$ cat src/rtl/pdu_pkg.sv
package pdu_pkg;
  typedef enum logic [1:0] {
    OP_DEFINE = 2'd0,
    OP_CLEAR  = 2'd1,
    OP_SET    = 2'd2,
    OP_NONE   = 2'd3
  } op_kind_e;

  typedef enum logic [1:0] {
    WT_UNCOND = 2'd0,
    WT_OR     = 2'd1,
    WT_AND    = 2'd2,
    WT_HOLD   = 2'd3
  } wtype_e;

  localparam logic [3:0] C_EQ  = 4'd0;
  localparam logic [3:0] C_NE  = 4'd1;
  localparam logic [3:0] C_SLT = 4'd2;
  localparam logic [3:0] C_SLE = 4'd3;
  localparam logic [3:0] C_SGT = 4'd4;
  localparam logic [3:0] C_SGE = 4'd5;
  localparam logic [3:0] C_ULT = 4'd6;
  localparam logic [3:0] C_ULE = 4'd7;
  localparam logic [3:0] C_UGT = 4'd8;
  localparam logic [3:0] C_UGE = 4'd9;

  typedef struct packed {
    logic en;
    logic val;
  } pwrite_t;
endpackage

$ cat src/rtl/pdu_compare.sv
module pdu_compare #(
  parameter int W = 32
) (
  input  logic [3:0]   cond,
  input  logic [W-1:0] a,
  input  logic [W-1:0] b,
  output logic         hit
);
  import pdu_pkg::*;

  logic eq, lt_s, lt_u;

  always_comb begin
    eq   = (a == b);
    lt_u = (a < b);
    lt_s = ($signed(a) < $signed(b));
  end

  always_comb begin
    unique case (cond)
      C_EQ:    hit = eq;
      C_NE:    hit = !eq;
      C_SLT:   hit = lt_s;
      C_SLE:   hit = lt_s | eq;
      C_SGT:   hit = !(lt_s | eq);
      C_SGE:   hit = !lt_s;
      C_ULT:   hit = lt_u;
      C_ULE:   hit = lt_u | eq;
      C_UGT:   hit = !(lt_u | eq);
      C_UGE:   hit = !lt_u;
      default: hit = 1'b0;
    endcase
  end
endmodule

$ cat src/rtl/pdu_dest_rule.sv
module pdu_dest_rule (
  input  logic              accept,
  input  logic [1:0]        kind,
  input  logic [1:0]        wtype,
  input  logic              guard,
  input  logic              sense,
  output pdu_pkg::pwrite_t  wr
);
  import pdu_pkg::*;

  always_comb begin
    wr = '{en: 1'b0, val: 1'b0};
    if (accept) begin
      unique case (op_kind_e'(kind))
        OP_DEFINE: begin
          unique case (wtype_e'(wtype))
            WT_UNCOND: wr = '{en: 1'b1, val: guard & sense};
            WT_OR:     wr = '{en: guard & sense, val: 1'b1};
            WT_AND:    wr = '{en: guard & ~sense, val: 1'b0};
            default:   wr = '{en: 1'b0, val: 1'b0};
          endcase
        end
        OP_CLEAR: wr = '{en: 1'b1, val: 1'b0};
        OP_SET:   wr = '{en: 1'b1, val: 1'b1};
        default:  wr = '{en: 1'b0, val: 1'b0};
      endcase
    end
  end
endmodule

$ cat src/rtl/pdu_pred_file.sv
module pdu_pred_file #(
  parameter int N  = 16,
  parameter int IW = $clog2(N)
) (
  input  logic             clk,
  input  logic             rst_n,
  input  logic [IW-1:0]    idx0,
  input  pdu_pkg::pwrite_t wr0,
  input  logic [IW-1:0]    idx1,
  input  pdu_pkg::pwrite_t wr1,
  output logic [N-1:0]     q
);
  assign q[0] = 1'b1;

  for (genvar i = 1; i < N; i++) begin : g_bit
    logic hit0, hit1, nxt, r;
    always_comb begin
      hit0 = wr0.en && (idx0 == IW'(i));
      hit1 = wr1.en && (idx1 == IW'(i));
      if (hit1)      nxt = wr1.val;
      else if (hit0) nxt = wr0.val;
      else           nxt = r;
    end
    always_ff @(posedge clk) begin
      if (!rst_n) r <= 1'b0;
      else        r <= nxt;
    end
    assign q[i] = r;
  end
endmodule

$ cat src/rtl/pred_define_unit.sv
module pred_define_unit #(
  parameter int W = 32,
  parameter int N = 16,
  localparam int IW = $clog2(N)
) (
  input  logic          clk,
  input  logic          rst_n,
  input  logic          op_valid,
  output logic          op_ready,
  input  logic [1:0]    op_kind,
  input  logic [3:0]    op_cond,
  input  logic [W-1:0]  op_a,
  input  logic [W-1:0]  op_b,
  input  logic [IW-1:0] op_guard,
  input  logic [IW-1:0] op_dst0,
  input  logic [1:0]    op_type0,
  input  logic          op_inv0,
  input  logic [IW-1:0] op_dst1,
  input  logic [1:0]    op_type1,
  input  logic          op_inv1,
  output logic [N-1:0]  pred_vec
);
  import pdu_pkg::*;

  logic    accept, hit, guard, is_define;
  pwrite_t wr0, wr1;

  assign op_ready  = 1'b1;
  assign accept    = op_valid & op_ready;
  assign guard     = pred_vec[op_guard];
  assign is_define = (op_kind == OP_DEFINE);

  pdu_compare #(.W(W)) u_cmp (
    .cond(op_cond), .a(op_a), .b(op_b), .hit(hit)
  );

  pdu_dest_rule u_rule0 (
    .accept(accept), .kind(op_kind), .wtype(op_type0),
    .guard(guard), .sense(hit ^ op_inv0), .wr(wr0)
  );

  pdu_dest_rule u_rule1 (
    .accept(accept & is_define), .kind(op_kind), .wtype(op_type1),
    .guard(guard), .sense(hit ^ op_inv1), .wr(wr1)
  );

  pdu_pred_file #(.N(N), .IW(IW)) u_file (
    .clk(clk), .rst_n(rst_n),
    .idx0(op_dst0), .wr0(wr0),
    .idx1(op_dst1), .wr1(wr1),
    .q(pred_vec)
  );
endmodule

$ cat config.mk
export PLATFORM = sky130hd
export DESIGN_NAME = pred_define_unit
export DESIGN_NICKNAME = d
export VERILOG_FILES = /design/src/rtl/pdu_pkg.sv /design/src/rtl/pdu_compare.sv /design/src/rtl/pdu_dest_rule.sv /design/src/rtl/pdu_pred_file.sv /design/src/rtl/pred_define_unit.sv
export SDC_FILE = /design/constraint.sdc
export NUM_CORES = 1
export LEC_CHECK = 0
export BUFFER_PORTS_ARGS = -buffer_cell sky130_fd_sc_hd__buf_2
export CAP_MARGIN = 0
export CORE_ASPECT_RATIO = 1.4
export CORE_MARGIN = 4
export CORE_UTILIZATION = 41
export DETAILED_ROUTE_END_ITERATION = 12
export GPL_TIMING_DRIVEN = 0
export PLACE_DENSITY_LB_ADDON = 0.25
export SYNTH_ARGS = -nofsm -noshare
export SYNTH_HDL_FRONTEND = slang
export SYNTH_SLANG_ARGS = --single-unit
$ cat constraint.sdc
create_clock -name clk -period 4.2 [get_ports clk]
set_input_delay 0.42 -clock clk [delete_from_list [all_inputs] [get_ports clk]]
set_output_delay 0.42 -clock clk [all_outputs]
set_load 0.01 [all_outputs]
## Word-level counts from Yosys, hierarchy flattened

Cells that the tools add are included.

| cells by class | value |
|---|---|
| $lt $le $gt $ge | 3 |
| eq/ne operators | 46 |
| multiplexer cells | 39 |
| reductions and logical operators | 54 |
| bitwise gates (word level) | 11 |

Operator list:

| kind | number |
|---|---|
| 4-bit equality test (second input constant) | 18 |
| 32-bit less-than comparator | 2 |
| 4-bit by 3-bit equality test with 1-bit output (second input constant) | 12 |
| 32-bit equality test | 1 |
| 1-bit 2-to-1 mux | 31 |
| 1-bit logical AND | 30 |
| 2-bit nonzero test | 15 |
| 4-bit by 2-bit equality test with 1-bit output (second input constant) | 6 |
| 2-bit one-hot mux with 3 select lines | 4 |
| 4-bit by 1-bit equality test with 1-bit output (second input constant) | 3 |
| 1-bit one-hot mux with 10 select lines | 1 |
| 2-bit by 1-bit equality test with 1-bit output (second input constant) | 3 |
| 2-bit equality test (second input constant) | 3 |
| 2-bit zero test | 3 |
| 1-bit AND | 5 |
| 1-bit zero test | 5 |
| 4-bit by 5-bit less-than comparator with 1-bit output (second input constant) | 1 |
| 1-bit binary-select mux with 4-bit select | 1 |
| 4-bit zero test | 1 |
| 2-bit 2-to-1 mux | 2 |
| 1-bit NOT | 2 |
| 1-bit bitwise OR | 2 |
| 1-bit XOR | 2 |

| storage, ports and cells | value |
|---|---|
| output and inout port bits | 17 |
| word-level logic and storage cells | 168 |
| bits in registers | 15 |

## Longest topological paths before layout

Gate-level depths: netlist of the first run.

| logic depth | value |
|---|---|
| depth after elaboration | 13 |
| depth in mapped cells | 15 |
| depth with buffers taken out | 14 |

## By module

From an unflattened synthesis of the first run, not the netlist that was laid out.

| unflattened totals | value |
|---|---|
| cells, all modules | 301 |
| area total of the unflattened synthesis | 2,327.2 um^2 |

Modules (own cells, without submodules):

| module | area an instance (um^2) | cells each | times used | seq. area each (um^2) |
|---|---|---|---|---|
| pdu_pred_file | 1,022.2 | 129 | 1 | 300.3 |
| pdu_compare | 935.9 | 132 | 1 | 0.0 |
| pdu_dest_rule | 98.8 | 14 | 2 | 0.0 |
| pred_define_unit | 171.4 | 12 | 1 | 0.0 |

## Worst setup path before layout of the first run

Ideal clock, no wire load.

| timing | value |
|---|---|
| path type | input -> register |
| start | in op_b[31] |
| end | reg u_file.g_bit[4].r |
| arrival | 3.523 ns |
| stages | 14 |
| path buffers | 1 |
| slack | 0.546 ns |
| cell sequence | inv_1 > ha_1 > nand4_2 > or4_4 > a31oi_4 > a2111o_1 > o2111ai_1 > a2111o_1 > or3_1 > a31oi_1 > o21ai_2 > buf_6 > nor4_1 > o22ai_1 |

| between the ends | value |
|---|---|
| word-level cells in the longest chain between the ends | 12 |
| elaborated cells on any way between the ends | 30 |
| classes of those cells | order compare (2); eq/ne (1); mux (9); bitwise (10); reduce/logical (8) |

RTL lines:

| what | RTL line | source |
|---|---|---|
| from (decl) | pred_define_unit.sv:13 | `input logic [W-1:0] op_b,` |
| 32-bit less-than comparator, or another cell as far along | pdu_compare.sv:15 | `lt_u = (a < b);` |
| 1-bit bitwise OR, on equally long branches | -- |  |
| 1-bit zero test, on equally long branches | pdu_compare.sv:29, pdu_compare.sv:25 |  |
| 1-bit one-hot mux with 10 select lines (*) | pdu_compare.sv:20 | `unique case (cond)` |
| 1-bit XOR, on equally long branches | pred_define_unit.sv:44, pred_define_unit.sv:39 |  |
| 1-bit NOT | pdu_dest_rule.sv:19 | `WT_AND: wr = '{en: guard & ~sense, val: 1'b0};` |
| 1-bit AND | pdu_dest_rule.sv:19 |  |
| 2-bit one-hot mux with 3 select lines | pdu_dest_rule.sv:16 | `unique case (wtype_e'(wtype))` |
| 2-bit one-hot mux with 3 select lines | pdu_dest_rule.sv:14 | `unique case (op_kind_e'(kind))` |
| 2-bit 2-to-1 mux | pdu_dest_rule.sv:13 | `if (accept) begin` |
| 1-bit logical AND, on equally long branches | pdu_pred_file.sv:19, pdu_pred_file.sv:18 |  |
| 1-bit 2-to-1 mux or 2-bit nonzero test (tied branches) | -- |  |
| to (signal assigned) | pdu_pred_file.sv:26 | `else r <= nxt;` |
| to (decl) | pdu_pred_file.sv:16 | `logic hit0, hit1, nxt, r;` |

Every way passes the cells marked *; elsewhere a longest branch is shown, timed or not. The select of a mux whose other input is x is not followed.
A chain may end at the register's enable or synchronous reset.

## Final worst setup path of the first run

| timing | value |
|---|---|
| start | in op_b[31] |
| end | reg u_file.g_bit[15].r |

| between the ends | value |
|---|---|
| word-level cells in the longest chain between the ends | 12 |
| elaborated cells on any way between the ends | 30 |
| classes of those cells | order compare (2); eq/ne (1); mux (9); bitwise (10); reduce/logical (8) |

RTL lines:

| what | RTL line |
|---|---|
| 32-bit less-than comparator, or another cell as far along | pdu_compare.sv:15 |
| 1-bit bitwise OR, on equally long branches | -- |
| 1-bit zero test, on equally long branches | pdu_compare.sv:29, pdu_compare.sv:25 |
| 1-bit one-hot mux with 10 select lines (*) | pdu_compare.sv:20 |
| 1-bit XOR, on equally long branches | pred_define_unit.sv:44, pred_define_unit.sv:39 |
| 1-bit NOT | pdu_dest_rule.sv:19 |
| 1-bit AND | pdu_dest_rule.sv:19 |
| 2-bit one-hot mux with 3 select lines | pdu_dest_rule.sv:16 |
| 2-bit one-hot mux with 3 select lines | pdu_dest_rule.sv:14 |
| 2-bit 2-to-1 mux | pdu_dest_rule.sv:13 |
| 1-bit logical AND, on equally long branches | pdu_pred_file.sv:19, pdu_pred_file.sv:18 |
| 1-bit 2-to-1 mux or 2-bit nonzero test (tied branches) | -- |
| to (signal assigned) | pdu_pred_file.sv:26 |
| to (decl) | pdu_pred_file.sv:16 |

Marks and branches as above.

==> results of run 1 <==
==> final cells by class <==
type	instances	area, sq um	share of cell area
plain buffers	29	186	0.0573
well taps	72	90.1	0.0277
flip-flops and latches	15	300	0.0923
inverters	37	139	0.0427
repair buffers	101	505	0.155
clock buffers	4	45.0	0.0138
multi-input cells	273	1990	0.611
==> stage by stage <==
stage / std cells / setup TNS, ns
2_1_floorplan: 354 / 0
3_3_place_gp: 527 / -0.293
3_5_place_dp: 527 / -0.502
4_1_cts: 531 / 0
5_1_grt: 531 / 0
6_report: 531 / 0
==> cells in the final DEF (no fill, tap or decap), types with 13 or more instances in the layout <==
| cell | instances |
|---|---|
| ha_1 | 34 |
| a31oi_1 | 14 |
| buf_4 | 18 |
| nor2_1 | 24 |
| buf_2 | 103 |
| nor3_1 | 13 |
| a21oi_1 | 17 |
| dfxtp_1 | 15 |
| nand2_1 | 30 |
| inv_1 | 37 |
| nand3_1 | 13 |
==> report_power, final <==
| group | internal (mW) | switching (mW) | total (mW) |
|---|---|---|---|
| Sequential | 0.144 | 0.00118 | 0.145 |
| Clock | 0.0676 | 0.0591 | 0.127 |
| Combinational | 0.101 | 0.130 | 0.231 |
==> metal layers <==
layer	global-route usage	vias up	wire length (um)
met2	0.378	128	4020
met5	0	-	0
met4	0.117	0	374
met3	0.0187	25	688
met1	0.211	1336	2820
li1	-	1523	-
==> cells by family after synthesis <==
group           count (synthesis)  share of synthesized area
buf+inv                        66                      0.125
mux                            14                     0.0737
xor+xnor                        1                    0.00337
flops                          15                      0.116
compound gates                 81                      0.227
fa+ha+maj                      34                      0.164
simple gates                  141                      0.290
other cells                     1                    0.00144
==> how the worst min path moves through the flow <==
stage,startpoint,end,cells after the start
after CTS,u_file.g_bit[10].r$_SDFFE_PN0P_,u_file.g_bit[10].r$_SDFFE_PN0P_,2
after floorplan,u_file.g_bit[10].r$_SDFFE_PN0P_,u_file.g_bit[10].r$_SDFFE_PN0P_,2
after global placement,u_file.g_bit[10].r$_SDFFE_PN0P_,u_file.g_bit[10].r$_SDFFE_PN0P_,2
after detailed placement,u_file.g_bit[10].r$_SDFFE_PN0P_,u_file.g_bit[10].r$_SDFFE_PN0P_,2
after global routing,op_dst1[2],u_file.g_bit[6].r$_SDFFE_PN0P_,3
final,u_file.g_bit[10].r$_SDFFE_PN0P_,u_file.g_bit[10].r$_SDFFE_PN0P_,2
==> critical path, cell delays in order <==
cell       delay (ns)
buf_2            0.08
inv_1            0.03
ha_1             0.38
nand4_2          0.19
or4_4            0.60
a31oi_4          0.25
a2111o_1         0.19
o2111ai_1        0.15
a2111o_1         0.50
or3_1            0.33
a31oi_1          0.24
o21ai_2          0.16
o311ai_1         0.47
mux2i_1          0.13
==> repair_timing <==
item,4_1_cts,5_1_grt
pin swaps,0,0
cloned,0,0
hold buffers,0,0
endpoints found under the setup margin,1,1
gates resized for setup,1,3
==> results by group, run 1 <==
Run status
  – Status: finished clean

Yosys
  – Synth cell types: 58
  – Synth area leaders: ha_1 (16%), dfxtp_1 (12%), inv_1 (5.3%)
  – Synth top cells by count: inv_1 (37), ha_1 (34), nand2_1 (30)
  – Post-synth EDFFs: 0
  – Share of synthesized registers carrying an async set or reset: 0
  – Netlist Area Pre-Place: 2600 sq um
  – Register bit total from synthesis: 15
  – Dominant cell type by area after synthesis: ha_1
  – Top-area cell type share of the netlist area: 0.164
  – Top FF cell, synth: dfxtp_1
  – Seq/Total Area, Yosys: 0.116
  – Syn Area/Cell: 7.35 sq um
  – Syn Inst Count: 353
  – Yosys warnings: 0
  – Most numerous cell in the Yosys netlist: inv_1

Critical path
  – Element type at the critical path end: flop
  – Critical-path maximum fanout: 6
  – Worst R2R End: u_file.g_bit[10].r$_SDFFE_PN0P_
  – Setup CP Type: input pin to flop
  – R2R Setup Slk: 1.63 ns
  – R2R depth: 7
  – Crit path from: op_b[31]
  – Critical path data arrival time: 4.12 ns
  – WP data required: 4.33 ns
  – Reg2reg start: u_file.g_bit[15].r$_SDFFE_PN0P_
  – Crit start category: input pin
  – Crit path to: u_file.g_bit[15].r$_SDFFE_PN0P_

GRT
  – Largest net degree at the start of global routing: 11
  – Total GRT Usage: 0.202
  – Grt total ovfl: 0
  – Initial antenna violation count: 0
  – First-pass GRT wire length: 12.2 mm
  – Vias in the first global route: 2815

CTS
  – Clock Tree Root: clkbuf_8
  – Deepest level of the CTS H-tree: 1
  – CTS buffer count: 3
  – Post-CTS Setup Repair Bufs: 0
  – Worst-Skew Late Latency: 0.26 ns
  – Clock transition at path regs: 0.07 ns
  – TritonCTS clock tree: built
  – CTS Buffer Depth: 2
  – Clk sinks: 15

Power and ir drop
  – Worst vdd ir: 0.000197 V
  – LEAKAGE: 1.63 nW
  – Pwr Total: 0.503 mW
  – Cell area power density: 155 nW/um^2

Drt
  – Post-DRT Antenna Nets: 0
  – Post-Route WL: 7.89 mm
  – DR WL/cell: 14.9 um
  – DR vias/cell: 5.67
  – DR DRC count: 0
  – Vias: 3012
  – Iteration-0 DRC count of the detailed router: 133
  – Pre-antenna DRT Iters: 4

Floorplan
  – # IOs: 108
  – Initial Util: 0.421
  – Die area: 7690 sq um
  – Core area: 6170 sq um
  – Die extent in y: 102 um
  – Row count: 34
  – Die Span X: 75.3 um

Layout
  – Biggest register: u_file.g_bit.r
  – Antenna cells: 0
  – Fill cell count: 639
  – Layout cells sized above 1: 0.309
  – Post-route cell area: 3250 sq um
  – Area growth, synth to finish: 25.3%
  – Final net count: 585
  – Number of flip-flops under the largest register name: 15
  – Post-layout util: 0.527
  – Largest registers: u_file.g_bit.r x15

STA
  – Worst setup margin: 0.209 ns
  – Final hold vios: 0
  – Rel. slew slack: 0.534
  – Final period util: 0.950
  – # setup viols final: 0
  – WHS: 0.546 ns
  – Fmax: 0.251 GHz
  – RSZ-0062 raised after global routing: no
  – Clock skew: 0.0105 ns
  – Worst Max-Slew Pin Slew: 0.697 ns
  – Min Tclk post-route: 3.99 ns
  – Final slew viol count: 0

Place
  – DP HPWL: 6.62 mm
  – Pre-CTS WS: -0.320 ns
  – RD Place Congestion: 0.908
  – Area post-placement: 3200 sq um
  – PortBufs: 101

Run
  – Max cap viols: 0

Worst hold path
  – Hold WC Path Type: flop to flop
Power figures use the tool's default switching activity.
==> run 2: changes to the inputs <==
REMOVE_ABC_BUFFERS = 1   (was default)
==> run 2 against run 1 <==
Cell area is 4.7% lower. Combinational power decreased by 3%. Global-route usage shrank 1.3 points. Power decreased by 2.5%. Register-to-register slack worse by 0.16 ns. Critical path type unchanged. Largest cell class unchanged. Highest routed layer unchanged.
==> results by group, run 2 (synthesis gave the netlist of run 1 again) <==
GRT
  – Vias in the first global route: 2714
  – Largest net degree at the start of global routing: 19
  – First-pass GRT wire length: 11.7 mm
  – Grt total ovfl: 0
  – Initial antenna violation count: 0
  – Total GRT Usage: 0.188

Layout
  – Area growth, synth to finish: 19.4%
  – Fill cell count: 624
  – Largest registers: u_file.g_bit.r x15
  – Antenna cells: 0
  – Number of flip-flops under the largest register name: 15
  – Biggest register: u_file.g_bit.r
  – Final net count: 560
  – Layout cells sized above 1: 0.295
  – Most frequent cells in the layout: buf_2 (105), inv_1 (37), ha_1 (34)
  – Commonest non-fill, non-tap cell in the layout: buf_2

Drt
  – Post-Route WL: 7.56 mm
  – DR WL/cell: 14.9 um
  – DR vias/cell: 5.89
  – DR DRC count: 0
  – Post-DRT Antenna Nets: 0
  – Vias: 2980
  – Iteration-0 DRC count of the detailed router: 150
  – Pre-antenna DRT Iters: 5

Critical path
  – WP data required: 4.32 ns
  – Reg2reg start: u_file.g_bit[7].r$_SDFFE_PN0P_
  – Worst-path cell chain: buf_2, inv_1, ha_1, nand4_2, or4_4, a31oi_4, a2111o_1, o2111ai_1, a2111o_1, or3_1, a31oi_2, o21ai_4, nor4_1, o22ai_1
  – R2R Setup Slk: 1.47 ns
  – Critical-path maximum fanout: 15
  – CP bufs+invs: 2
  – Worst stage delay on the critical path: 0.60 ns
  – Crit start category: input pin
  – R2R depth: 7
  – Critical path data arrival time: 4.14 ns
  – CP most frequent cell: a2111o_1
  – Setup CP Type: input pin to flop
  – Slowest cell on crit path: or4_4
  – Worst R2R End: u_file.g_bit[2].r$_SDFFE_PN0P_
  – Element type at the critical path end: flop
  – CP delay by family, top: compound AO/OA/AOI/OAI gates

Power and ir drop
  – LEAKAGE: 1.53 nW
  – Worst vdd ir: 0.000142 V
  – Comb pwr share: 0.456
  – Internal power: 0.307 mW
  – Reg power frac: 0.295
  – Clock power share: 0.249
  – Net Sw Frac: 0.375
  – Sw Pwr: 0.184 mW
  – Pwr Total: 0.490 mW
  – Cell area power density: 158 nW/um^2

Place
  – RD Place Congestion: 0.969
  – DP HPWL: 6.35 mm
  – Pre-CTS WS: -0.200 ns
  – PortBufs: 105

Run
  – Max cap viols: 0

Floorplan
  – Die area: 7690 sq um
  – Die Span X: 75.3 um
  – Initial Util: 0.421
  – Die extent in y: 102 um
  – # IOs: 108
  – Core area: 6170 sq um
  – Row count: 34

STA
  – Rel. slew slack: 0.560
  – Worst setup margin: 0.178 ns
  – Worst Max-Slew Pin Slew: 0.659 ns
  – Final hold vios: 0
  – Clock skew: 0.00392 ns
  – Final period util: 0.958
  – # setup viols final: 0
  – RSZ-0062 raised after global routing: no
  – Fmax: 0.249 GHz
  – Final slew viol count: 0
  – Min Tclk post-route: 4.02 ns

CTS
  – CTS Buffer Depth: 2
  – Clock Tree Root: clkbuf_8
  – Hold Buf Count CTS: 0
  – Clk sinks: 15
  – TritonCTS clock tree: built
  – Deepest level of the CTS H-tree: 1
  – Worst-Skew Late Latency: 0.25 ns
  – Clock transition at path regs: 0.06 ns
  – CTS buffer count: 3

Worst hold path
  – Worst Hold Path EP: u_file.g_bit[10].r$_SDFFE_PN0P_
  – Worst hold path cell count: 3
  – HP Start: op_dst1[1]
  – Hold WC Path Type: input pin to flop

Run status
  – Status: finished clean
## run 2: power by group through the flow
stage          Clock [mW]  Sequential [mW]  Combinational [mW]
2_1_floorplan           0            0.148               0.127
3_3_place_gp            0            0.148               0.215
3_5_place_dp            0            0.148               0.219
4_1_cts             0.122            0.145               0.220
5_1_grt             0.129            0.145               0.254
6_report            0.122            0.145               0.224
## run 2: area by class of cell
cell class / count / area (sq um) / share of cell area
Tap cell: 72 / 90.1 / 0.0291
Timing Repair Buffer: 105 / 526 / 0.169
Inverter: 37 / 139 / 0.0448
Clock buffer: 4 / 45.0 / 0.0145
Multi-Input combinational cell: 273 / 2000 / 0.645
Sequential cell: 15 / 300 / 0.0969
## run 2: repair_timing
item / 4_1_cts / 5_1_grt
buffers inserted: 0 / 0
endpoints found under the setup margin: 0 / 12
resized for setup: 0 / 8
## run 2: metrics by stage
stage          hold slack (ns)  cells  cell area (sq um)  utilization  setup TNS [ns]
2_1_floorplan            0.545    325               2410            -               0
3_3_place_gp             0.533    502               3030        0.491           -1.25
3_5_place_dp             0.535    502               3030        0.491           -1.12
4_1_cts                  0.539    506               3070        0.498               0
5_1_grt                  0.548    506               3100        0.503               0
6_report                 0.538    506               3100        0.503               0
## run 2: metal layers
metal | track usage | share of wire | vias to the layer above
li1 | - | - | 1468
met1 | 0.203 | 0.36 | 1341
met2 | 0.368 | 0.51 | 147
met3 | 0.0148 | 0.086 | 24
met4 | 0.0700 | 0.037 | 0
met5 | 0 | 0 | -
## run 2: worst register-to-register path, stage by stage, from the launching register on
cell and delay (ns):
dfxtp_1 0.33, mux4_2 0.50, mux4_2 0.57, o2111ai_1 0.16, nand3_2 0.33, and2_2 0.37, a41oi_1 0.23, mux2i_1 0.11
## run 2: worst max path at each step
stage               startpoint                              to  slack [ns]  cells after the start
global route          op_b[31]  u_file.g_bit[5].r$_SDFFE_PN0P_        0.01                     14
detailed placement    op_b[31]  u_file.g_bit[5].r$_SDFFE_PN0P_       -0.20                     14
finish                op_b[31]  u_file.g_bit[6].r$_SDFFE_PN0P_        0.18                     14
global placement      op_b[31]  u_file.g_bit[6].r$_SDFFE_PN0P_       -0.24                     14
CTS                   op_b[31]  u_file.g_bit[5].r$_SDFFE_PN0P_        0.03                     14
floorplan             op_b[31]  u_file.g_bit[7].r$_SDFFE_PN0P_        0.52                     13
